[src/rtl/edo_pkg.sv]
`timescale 1ns/1ps
package edo_pkg;

    typedef enum logic [2:0] {
        S_IDLE,
        S_ACT,
        S_COL,
        S_CASL,
        S_CASH,
        S_NEXT,
        S_HOLD,
        S_PRE
    } seq_state_t;

    // round a nanosecond figure up to whole clock cycles
    function automatic int ns2cyc_up(input int ns, input int clk_ns);
        return (ns + clk_ns - 1) / clk_ns;
    endfunction

    function automatic int imax(input int a, input int b);
        return (a > b) ? a : b;
    endfunction

endpackage

[src/rtl/edo_phase_timer.sv]
`timescale 1ns/1ps
module edo_phase_timer #(
    parameter int W = 8
) (
    input  logic         clk,
    input  logic         rst_n,
    input  logic         load,
    input  logic [W-1:0] load_val,
    output logic         done
);
    logic [W-1:0] cnt;

    always_ff @(posedge clk) begin
        if (!rst_n)         cnt <= '0;
        else if (load)      cnt <= load_val;
        else if (cnt != '0) cnt <= cnt - 1'b1;
    end

    assign done = (cnt == '0);


    timer_parks_chk: assert property (@(posedge clk) disable iff (!rst_n)
        (!load && done) |=> done);
endmodule

[src/rtl/edo_ras_window.sv]
`timescale 1ns/1ps
module edo_ras_window #(
    parameter int CNT_W  = 16,
    parameter int RMAX_C = 100,
    parameter int RMIN_C = 12,
    parameter int NEED_C = 14
) (
    input  logic clk,
    input  logic rst_n,
    input  logic ras_low,
    output logic fits,
    output logic min_met
);
    logic [CNT_W-1:0] low_cnt;
    logic [31:0]      low32;

    always_ff @(posedge clk) begin
        if (!rst_n)            low_cnt <= '0;
        else if (!ras_low)     low_cnt <= '0;
        else if (low_cnt != '1) low_cnt <= low_cnt + 1'b1;
    end

    assign low32   = 32'(low_cnt);
    assign fits    = (low32 + 32'(NEED_C)) <= 32'(RMAX_C);
    assign min_met = (low32 + 32'd1) >= 32'(RMIN_C);


    ras_ceiling_chk: assert property (@(posedge clk) disable iff (!rst_n)
        ras_low |-> (low32 < 32'(RMAX_C)));
endmodule

[src/rtl/edo_page_seq.sv]
`timescale 1ns/1ps
module edo_page_seq
    import edo_pkg::*;
#(
    parameter int AW        = 10,
    parameter int DW        = 32,
    parameter int CLK_NS    = 5,
    parameter int CASW_NS   = 10,
    parameter int PCYC_NS   = 25,
    parameter int CPA_NS    = 35,
    parameter int RHCP_NS   = 10,
    parameter int RCD_NS    = 20,
    parameter int RP_NS     = 40,
    parameter int RASMIN_NS = 60,
    parameter int RASMAX_NS = 125000
) (
    input  logic          clk,
    input  logic          rst_n,
    input  logic          req_valid,
    input  logic [AW-1:0] req_row,
    input  logic [AW-1:0] req_col,
    input  logic          req_we,
    input  logic [DW-1:0] req_wdata,
    output logic          req_ack,
    output logic [DW-1:0] rd_data,
    output logic          dram_ras_n,
    output logic          dram_cas_n,
    output logic          dram_we_n,
    output logic [AW-1:0] dram_addr,
    output logic [DW-1:0] dram_dq_out,
    output logic          dram_dq_oe,
    input  logic [DW-1:0] dram_dq_in
);
    localparam int LO_C   = imax(1, ns2cyc_up(CASW_NS, CLK_NS));
    localparam int CYC_C  = ns2cyc_up(PCYC_NS, CLK_NS);
    localparam int CPA_C  = ns2cyc_up(CPA_NS, CLK_NS);
    localparam int HI_C   = imax(1, imax(CPA_C, CYC_C - LO_C - 2));
    localparam int RH_C   = imax(1, ns2cyc_up(RHCP_NS, CLK_NS));
    localparam int RCD_C  = imax(1, ns2cyc_up(RCD_NS, CLK_NS));
    localparam int RP_C   = imax(1, ns2cyc_up(RP_NS, CLK_NS));
    localparam int RMIN_C = ns2cyc_up(RASMIN_NS, CLK_NS);
    localparam int RMAX_C = RASMAX_NS / CLK_NS;
    localparam int NEED_C = 3 + LO_C + HI_C + RH_C;
    localparam int CNT_W  = $clog2(RMAX_C + HI_C + RP_C + RCD_C + 4);

    seq_state_t       state, nxt;
    logic [AW-1:0]    row_q;
    logic             t_load, t_done, fits, min_met;
    logic [CNT_W-1:0] t_val;
    logic [CNT_W-1:0] cas_run;

    edo_phase_timer #(.W(CNT_W)) i_timer (
        .clk(clk), .rst_n(rst_n), .load(t_load), .load_val(t_val), .done(t_done)
    );

    edo_ras_window #(.CNT_W(CNT_W), .RMAX_C(RMAX_C), .RMIN_C(RMIN_C), .NEED_C(NEED_C)) i_rwin (
        .clk(clk), .rst_n(rst_n), .ras_low(!dram_ras_n), .fits(fits), .min_met(min_met)
    );

    // next-state decision
    always_comb begin
        nxt = state;
        unique case (state)
            S_IDLE: if (req_valid) nxt = S_ACT;
            S_ACT:  if (t_done) nxt = S_COL;
            S_COL:  nxt = S_CASL;
            S_CASL: if (t_done) nxt = S_CASH;
            S_CASH: if (t_done) nxt = S_NEXT;
            S_NEXT: nxt = (req_valid && req_row == row_q && fits) ? S_COL : S_HOLD;
            S_HOLD: if (t_done && min_met) nxt = S_PRE;
            S_PRE:  if (t_done) nxt = S_IDLE;
            default: nxt = S_IDLE;
        endcase
    end

    // phase length loaded on every state change
    always_comb begin
        t_load = (nxt != state);
        unique case (nxt)
            S_ACT:   t_val = CNT_W'(RCD_C - 1);
            S_CASL:  t_val = CNT_W'(LO_C - 1);
            S_CASH:  t_val = CNT_W'(HI_C - 1);
            S_HOLD:  t_val = CNT_W'(RH_C - 1);
            S_PRE:   t_val = CNT_W'(RP_C - 1);
            default: t_val = '0;
        endcase
    end

    // state register
    always_ff @(posedge clk) begin
        if (!rst_n) begin
            state <= S_IDLE;
            row_q <= '0;
        end else begin
            state <= nxt;
            if (state == S_IDLE && req_valid) row_q <= req_row;
        end
    end

    // strobe and bus decode
    always_comb begin
        dram_ras_n  = 1'b1;
        dram_cas_n  = 1'b1;
        dram_we_n   = 1'b1;
        dram_dq_oe  = 1'b0;
        dram_addr   = req_col;
        dram_dq_out = req_wdata;
        req_ack     = 1'b0;
        unique case (state)
            S_IDLE: dram_addr = req_row;
            S_ACT: begin
                dram_ras_n = 1'b0;
                dram_addr  = row_q;
            end
            S_COL: begin
                dram_ras_n = 1'b0;
                dram_we_n  = !req_we;
                dram_dq_oe = req_we;
            end
            S_CASL: begin
                dram_ras_n = 1'b0;
                dram_cas_n = 1'b0;
                dram_we_n  = !req_we;
                dram_dq_oe = req_we;
            end
            S_CASH: begin
                dram_ras_n = 1'b0;
                req_ack    = t_done;
            end
            S_NEXT, S_HOLD: dram_ras_n = 1'b0;
            S_PRE: dram_addr = row_q;
            default: ;
        endcase
    end

    assign rd_data = dram_dq_in;

    // low-pulse length tracker for the width check
    always_ff @(posedge clk) begin
        if (!rst_n)             cas_run <= '0;
        else if (dram_cas_n)    cas_run <= '0;
        else if (cas_run != '1) cas_run <= cas_run + 1'b1;
    end


    cas_in_ras_chk: assert property (@(posedge clk) disable iff (!rst_n)
        !dram_cas_n |-> !dram_ras_n);

    cas_width_chk: assert property (@(posedge clk) disable iff (!rst_n)
        $rose(dram_cas_n) |-> (32'(cas_run) >= 32'(LO_C)));

    we_steady_chk: assert property (@(posedge clk) disable iff (!rst_n)
        (!dram_cas_n && $past(!dram_cas_n)) |-> $stable(dram_we_n));

    we_leads_chk: assert property (@(posedge clk) disable iff (!rst_n)
        $fell(dram_we_n) |-> dram_cas_n);

    ack_pulse_chk: assert property (@(posedge clk) disable iff (!rst_n)
        req_ack |=> !req_ack);

    ras_min_chk: assert property (@(posedge clk) disable iff (!rst_n)
        $rose(dram_ras_n) |-> $past(min_met));
endmodule

[config.mk]
export PLATFORM = sky130hd
export DESIGN_NAME = edo_page_seq
export DESIGN_NICKNAME = d
export VERILOG_FILES = /design/src/rtl/edo_pkg.sv /design/src/rtl/edo_phase_timer.sv /design/src/rtl/edo_ras_window.sv /design/src/rtl/edo_page_seq.sv
export SDC_FILE = /design/constraint.sdc
export NUM_CORES = 1
export LEC_CHECK = 0
export CORE_MARGIN = 3
export CORE_UTILIZATION = 46
export DETAILED_ROUTE_END_ITERATION = 6
export PLACE_DENSITY_LB_ADDON = 0.3
export SETUP_SLACK_MARGIN = 0.15
export SLEW_MARGIN = 5
export SYNTH_ARGS = -nofsm -noshare
export SYNTH_HDL_FRONTEND = slang
export SYNTH_HIERARCHICAL = 1
export SYNTH_SLANG_ARGS = --single-unit
[constraint.sdc]
create_clock -name clk -period 5.4 [get_ports clk]
set_input_delay 0.54 -clock clk [delete_from_list [all_inputs] [get_ports clk]]
set_output_delay 0.54 -clock clk [all_outputs]
set_load 0.005 [all_outputs]
==> run metrics, run 1 <==
DPL Wire Length 5.43 mm; n_diodes 0; Core ar. 7410 um^2; Clock Pin Slew Worst Setup and Hold Paths 90 ps; Worst VDD drop 146 uV; Avg Cell Area, Syn 7.61 um^2; Final Setup Violations 0; Routed Antenna Nets 0; DR vias/cell 5.48; max-cap viol count 0; htree depth 2; vias in the first global route 2846; layout cell share with drive strength beyond 1 0.0703; prevailing post-synth register cell dfxtp_1; Port Buf Inserts 38; slew margin rel. 0.539; CTS tree done; Netlist cell types 66; post-CTS setup buffers 0; initial antenna violation count 0; CTS Sinks 43; drt pass-1 iters 4; most common cell after layout, fill and taps aside nand2_1; Crit Path Max Fanout 11; register area share after synthesis 0.240; WL final 7.35 mm; Gate Count Post-Synth 472; P&R area growth vs syn 1.36%; FFs w/ async S/R, synth 0; number of buffers created by CTS 5; Max clock buf depth 2; CP arrival 3730 ps; status completed; WL per Instance 13.6 um; Final Max Slew Viols 0; Worst EP required 5560 ps; CP Class flop to flop; top cells by area, synth dfxtp_1 (24%), buf_4 (14%), xnor2_1 (6.3%); worst hold stages 2; number of synthesized flops with an enable pin 0; fill cell count 731; number of remaining DRC errors 0; GRT Util Overall 0.171; worst slack, placed 1830 ps; number of hold buffers added after cts 0; Final WS setup 1830 ps; number of synthesized register bits 43; PostCTS Resize Cnt 0; endpoint class of the critical path flop; GP Congestion 0.861; grt ovf 0; Rows 31; Pwr Density 243 nW/um^2; total number of vias 2959; Worst Clk Skew 12.6 ps; top cell type by total area after synthesis dfxtp_1; top cell type's share of synthesized area 0.240; count of final hold-check violations 0; first-pass GRT wire length 12.7 mm; Yosys warnings 6; P_leak 1.28 nW; die height 94.3 um; Synth Cell Area 3590 um^2; Die ar. 8900 um^2; Die Width 94.3 um; setup TNS 0 ps; Power Total 0.000885 W; Slew @ Worst Pin 689 ps; Clock Latency Late Sink 300 ps; period utilization 0.661; Iter 0 DRT Violations 128; most frequent cells in the layout nand2_1 (55), dfxtp_1 (43), nor2_1 (41); Final min period 3570 ps; Clock Tree Root clkbuf_8; fmax 280 MHz; Register-to-Register Path Depth 14; Hold Crit Class flop to flop; Initial Util 0.485; Startpoint Class flop; Final nets 533; largest net degree at the start of global routing 24; unrepaired setup endpoints after global routing no; Ports 167
## synth_stat cells, drive strengths merged, types with 2 or more instances
master	number
and2	5
a21boi	12
nand4	12
clkbuf	9
o21ai	19
nor2	41
o311ai	3
nand2	57
dfxtp	43
xor2	19
nor4	14
a21oi	19
nor3	13
ha	5
nor2b	2
nor4b	4
xnor2	26
and3	10
nand2b	4
or3	6
nand3	16
buf	80
o22ai	13
a211oi	3
or4	3
inv	13
## registers in the layout, summed over array words and instances, names as in the netlist
| signal | cells |
|---|---|
| i_rwin/low_cnt | 15 |
| i_timer/cnt | 15 |
| row_q | 10 |
| state | 3 |
## layer usage
layer	track usage	vias up	share of wire
met4	0.0421	0	0.0088
met2	0.293	79	0.48
met3	0.0398	13	0.054
met5	0	-	0
met1	0.216	1365	0.45
li1	-	1502	-
## area by class of cell
cell class | count | area [um^2] | area share
clock buffers | 6 | 82.6 | 0.0227
flip-flops and latches | 43 | 861 | 0.237
repair buffers | 39 | 388 | 0.107
well taps | 99 | 124 | 0.0340
clock inverters | 2 | 35.0 | 0.00963
inverters | 13 | 48.8 | 0.0134
multi-input cells | 338 | 2100 | 0.577
## path summary, 6_finish.rpt
path	from	end	slack, ps
hold / removal	row_q[4]$_SDFFE_PN0P_	row_q[4]$_SDFFE_PN0P_	490
setup reg to reg	i_rwin/low_cnt[1]$_SDFFE_PN0P_	i_timer/cnt[4]$_SDFFE_PN0P_	1830
hold reg to reg	row_q[4]$_SDFFE_PN0P_	row_q[4]$_SDFFE_PN0P_	490
setup / recovery	i_rwin/low_cnt[1]$_SDFFE_PN0P_	i_timer/cnt[4]$_SDFFE_PN0P_	1830
## critical path, cell delays in order, from the launching register on
cell and delay, ps:
dfxtp_1 490, ha_1 280, and2_1 240, nand4_1 200
nor2_1 250, nand3_1 120, a21boi_1 180, nand4_1 150
nand2b_1 170, a21oi_1 230, nor4_1 80, a21oi_1 350
inv_1 180, nand3_1 350, o21ai_0 160
## kinds of logic after synthesis
| logic type | after synthesis | share of synthesized area |
|---|---|---|
| AOI/OAI and AO/OA | 84 | 0.158 |
| xor gates and xnor gates | 45 | 0.110 |
| adders and majority gates | 5 | 0.0174 |
| buffers and inverters | 102 | 0.187 |
| DFF | 43 | 0.240 |
| other | 1 | 0.00104 |
| and+or+nand+nor | 192 | 0.287 |
## metrics by stage
stage	cell area, um^2	std cells	util	hold WS [ps]
after floorplan	3630	483	-	460
after global routing	3640	540	0.491	517
after detailed placement	3520	532	0.475	476
after global placement	3520	532	0.475	471
after CTS	3640	540	0.491	490
final	3640	540	0.491	492
## power breakdown
part | internal, W | switching [W] | total (W) | leakage [nW]
logic | 0.000119 | 0.000122 | 0.000242 | 0.868
registers | 0.000343 | 0.0000373 | 0.000380 | 0.352
clock network | 0.000150 | 0.000113 | 0.000263 | 0.0612
total | 0.000612 | 0.000273 | 0.000885 | 1.28
(Power assumes the default switching activity.)
==> inputs of run 2 (changes only) <==
- CORE_UTILIZATION: 46 -> 42
- clock period: 5.4 -> 3.4 ns (I/O delays scaled with it)
==> run metrics, run 2 (synthesis results as in run 1) <==
Routed Antenna Nets 0; GP Congestion 0.865; worst hold stages 2; die height 98.5 um; Critical Path, Cell by Cell inv_1 -> ha_1 -> or4b_4 -> nor4_2 -> buf_4 -> nand2_1 -> nor3_1 -> clkdlybuf4s50_1; number of remaining DRC errors 0; Rows 33; drt pass-1 iters 5; Die ar. 9690 um^2; grt ovf 0; Final Max Slew Viols 0; fmax 335 MHz; Initial Util 0.435; Top delay family on crit path simple AND/OR/NAND/NOR gates; CP peak stage delay 550 ps; finished layout cell area 3760 um^2; status completed; Placed Area 3580 um^2; Crit Path Max Fanout 5; P_leak 1.35 nW; Worst EP required 3060 ps; worst flop-to-flop path startpoint i_timer/cnt[0]$_SDFFE_PN0P_; setup TNS 0 ps; Clock Tree Root clkbuf_8; WP buf/inv 3; Startpoint Class flop; Min-Delay Endpoint row_q[4]$_SDFFE_PN0P_; CTS Sinks 43; Critical Path Source i_timer/cnt[0]$_SDFFE_PN0P_; Final Setup Violations 0; Register-to-Register Path Depth 13; Ports 167; Max clock buf depth 2; n_diodes 0; unrepaired setup endpoints after global routing no; Largest regs i_rwin/low_cnt (15), i_timer/cnt (15), row_q (10); layout cell share with drive strength beyond 1 0.111; WL final 7.63 mm; vias in the first global route 2789; Final Core Density 0.455; CP Class flop to output pin; initial antenna violation count 0; first-pass GRT wire length 12.9 mm; most frequent cells in the layout nand2_1 (55), nor2_1 (40), dfxtp_1 (38), clkdlybuf4s50_1 (38), xnor2_1 (26); total number of vias 2959; Iter 0 DRT Violations 73; number of hold buffers added after cts 0; reg2reg end i_timer/cnt[0]$_SDFFE_PN0P_; Core ar. 8260 um^2; Worst Clk Skew 8.87 ps; DPL Wire Length 5.49 mm; setup slack, reg-to-reg 470 ps; worst hold slack 489 ps; Pwr Density 364 nW/um^2; GRT Util Overall 0.156; Slew @ Worst Pin 684 ps; Clock Latency Late Sink 300 ps; slew margin rel. 0.541; Final min period 2980 ps; Clock Pin Slew Worst Setup and Hold Paths 80 ps; largest net degree at the start of global routing 24; CP arrival 2640 ps; Die Width 98.5 um; count of final hold-check violations 0; hold_sp row_q[4]$_SDFFE_PN0P_; WL per Instance 13.7 um; max-cap viol count 0; number of buffers created by CTS 5; P&R area growth vs syn 4.67%; fill cell count 840; most common cell after layout, fill and taps aside nand2_1; endpoint class of the critical path output pin; Port Buf Inserts 38; Final nets 542; period utilization 0.877; CTS tree done; DR vias/cell 5.33; htree depth 2; Crit-path slowest cell clkdlybuf4s50_1; Worst VDD drop 120 uV; Hold Crit Class flop to flop
[run 2: cell count changes in the layout (fill, tap and decap cells not counted), sizes merged]
| cell | change |
|---|---|
| buf | +9 |
| clkbuf | +2 |
| bufinv | -1 |
| clkinv | -1 |
[run 2: cell type report]
cell class / count / area [um^2] / share of cell area
Clock buffer: 8 / 100 / 0.0266
Timing Repair Buffer: 48 / 455 / 0.121
Sequential cell: 43 / 867 / 0.231
Tap cell: 105 / 131 / 0.0350
Multi-Input combinational cell: 338 / 2150 / 0.573
Inverter: 13 / 48.8 / 0.0130
[run 2: metal layers]
metal,global-route usage,vias to the layer above,routed length [um]
li1,-,1518,-
met1,0.200,1354,3580
met2,0.254,62,3540
met3,0.0368,25,362
met4,0.0609,0,147
met5,0,-,0
[run 2: worst min-delay path: cells and delay by family, from the launching register on]
kind	cells	cell delay [ps]
compound gates	1	50
flops	1	340
simple gates	1	60
[run 2: per-stage QoR]
stage	worst slack (ps)	cells	total power, W
after floorplan	362	483	0.000943
after global placement	231	545	0.00101
after detailed placement	137	545	0.00101
after CTS	203	554	0.00138
after global routing	139	555	0.00146
final	419	555	0.00137
[run 2: how the worst max path moves through the flow]
stage	to	slack [ps]	depth (start not counted)
finish	req_ack	420	8
global route	i_timer/cnt[14]$_SDFFE_PN0P_	140	14
CTS	req_ack	200	8
detailed placement	i_timer/cnt[5]$_SDFFE_PN0P_	140	15
global placement	i_timer/cnt[3]$_SDFFE_PN0P_	230	15
floorplan	i_timer/cnt[13]$_SDFFE_PN0P_	360	13
[run 2: repair_timing]
| action | 4_1_cts | 5_1_grt |
|---|---|---|
| setup buffers | 1 | 1 |
| endpoints found under the setup margin | 9 | 16 |
| pin swaps | 0 | 2 |
| gates resized for setup | 1 | 14 |
[run 2: report_power, final]
group,leakage [nW],total [W],internal (W),switching [W]
combinational,0.948,0.000411,0.000205,0.000206
clock,0.0515,0.000358,0.000185,0.000172
sequential,0.355,0.000600,0.000544,0.0000559
total,1.35,0.00137,0.000935,0.000435
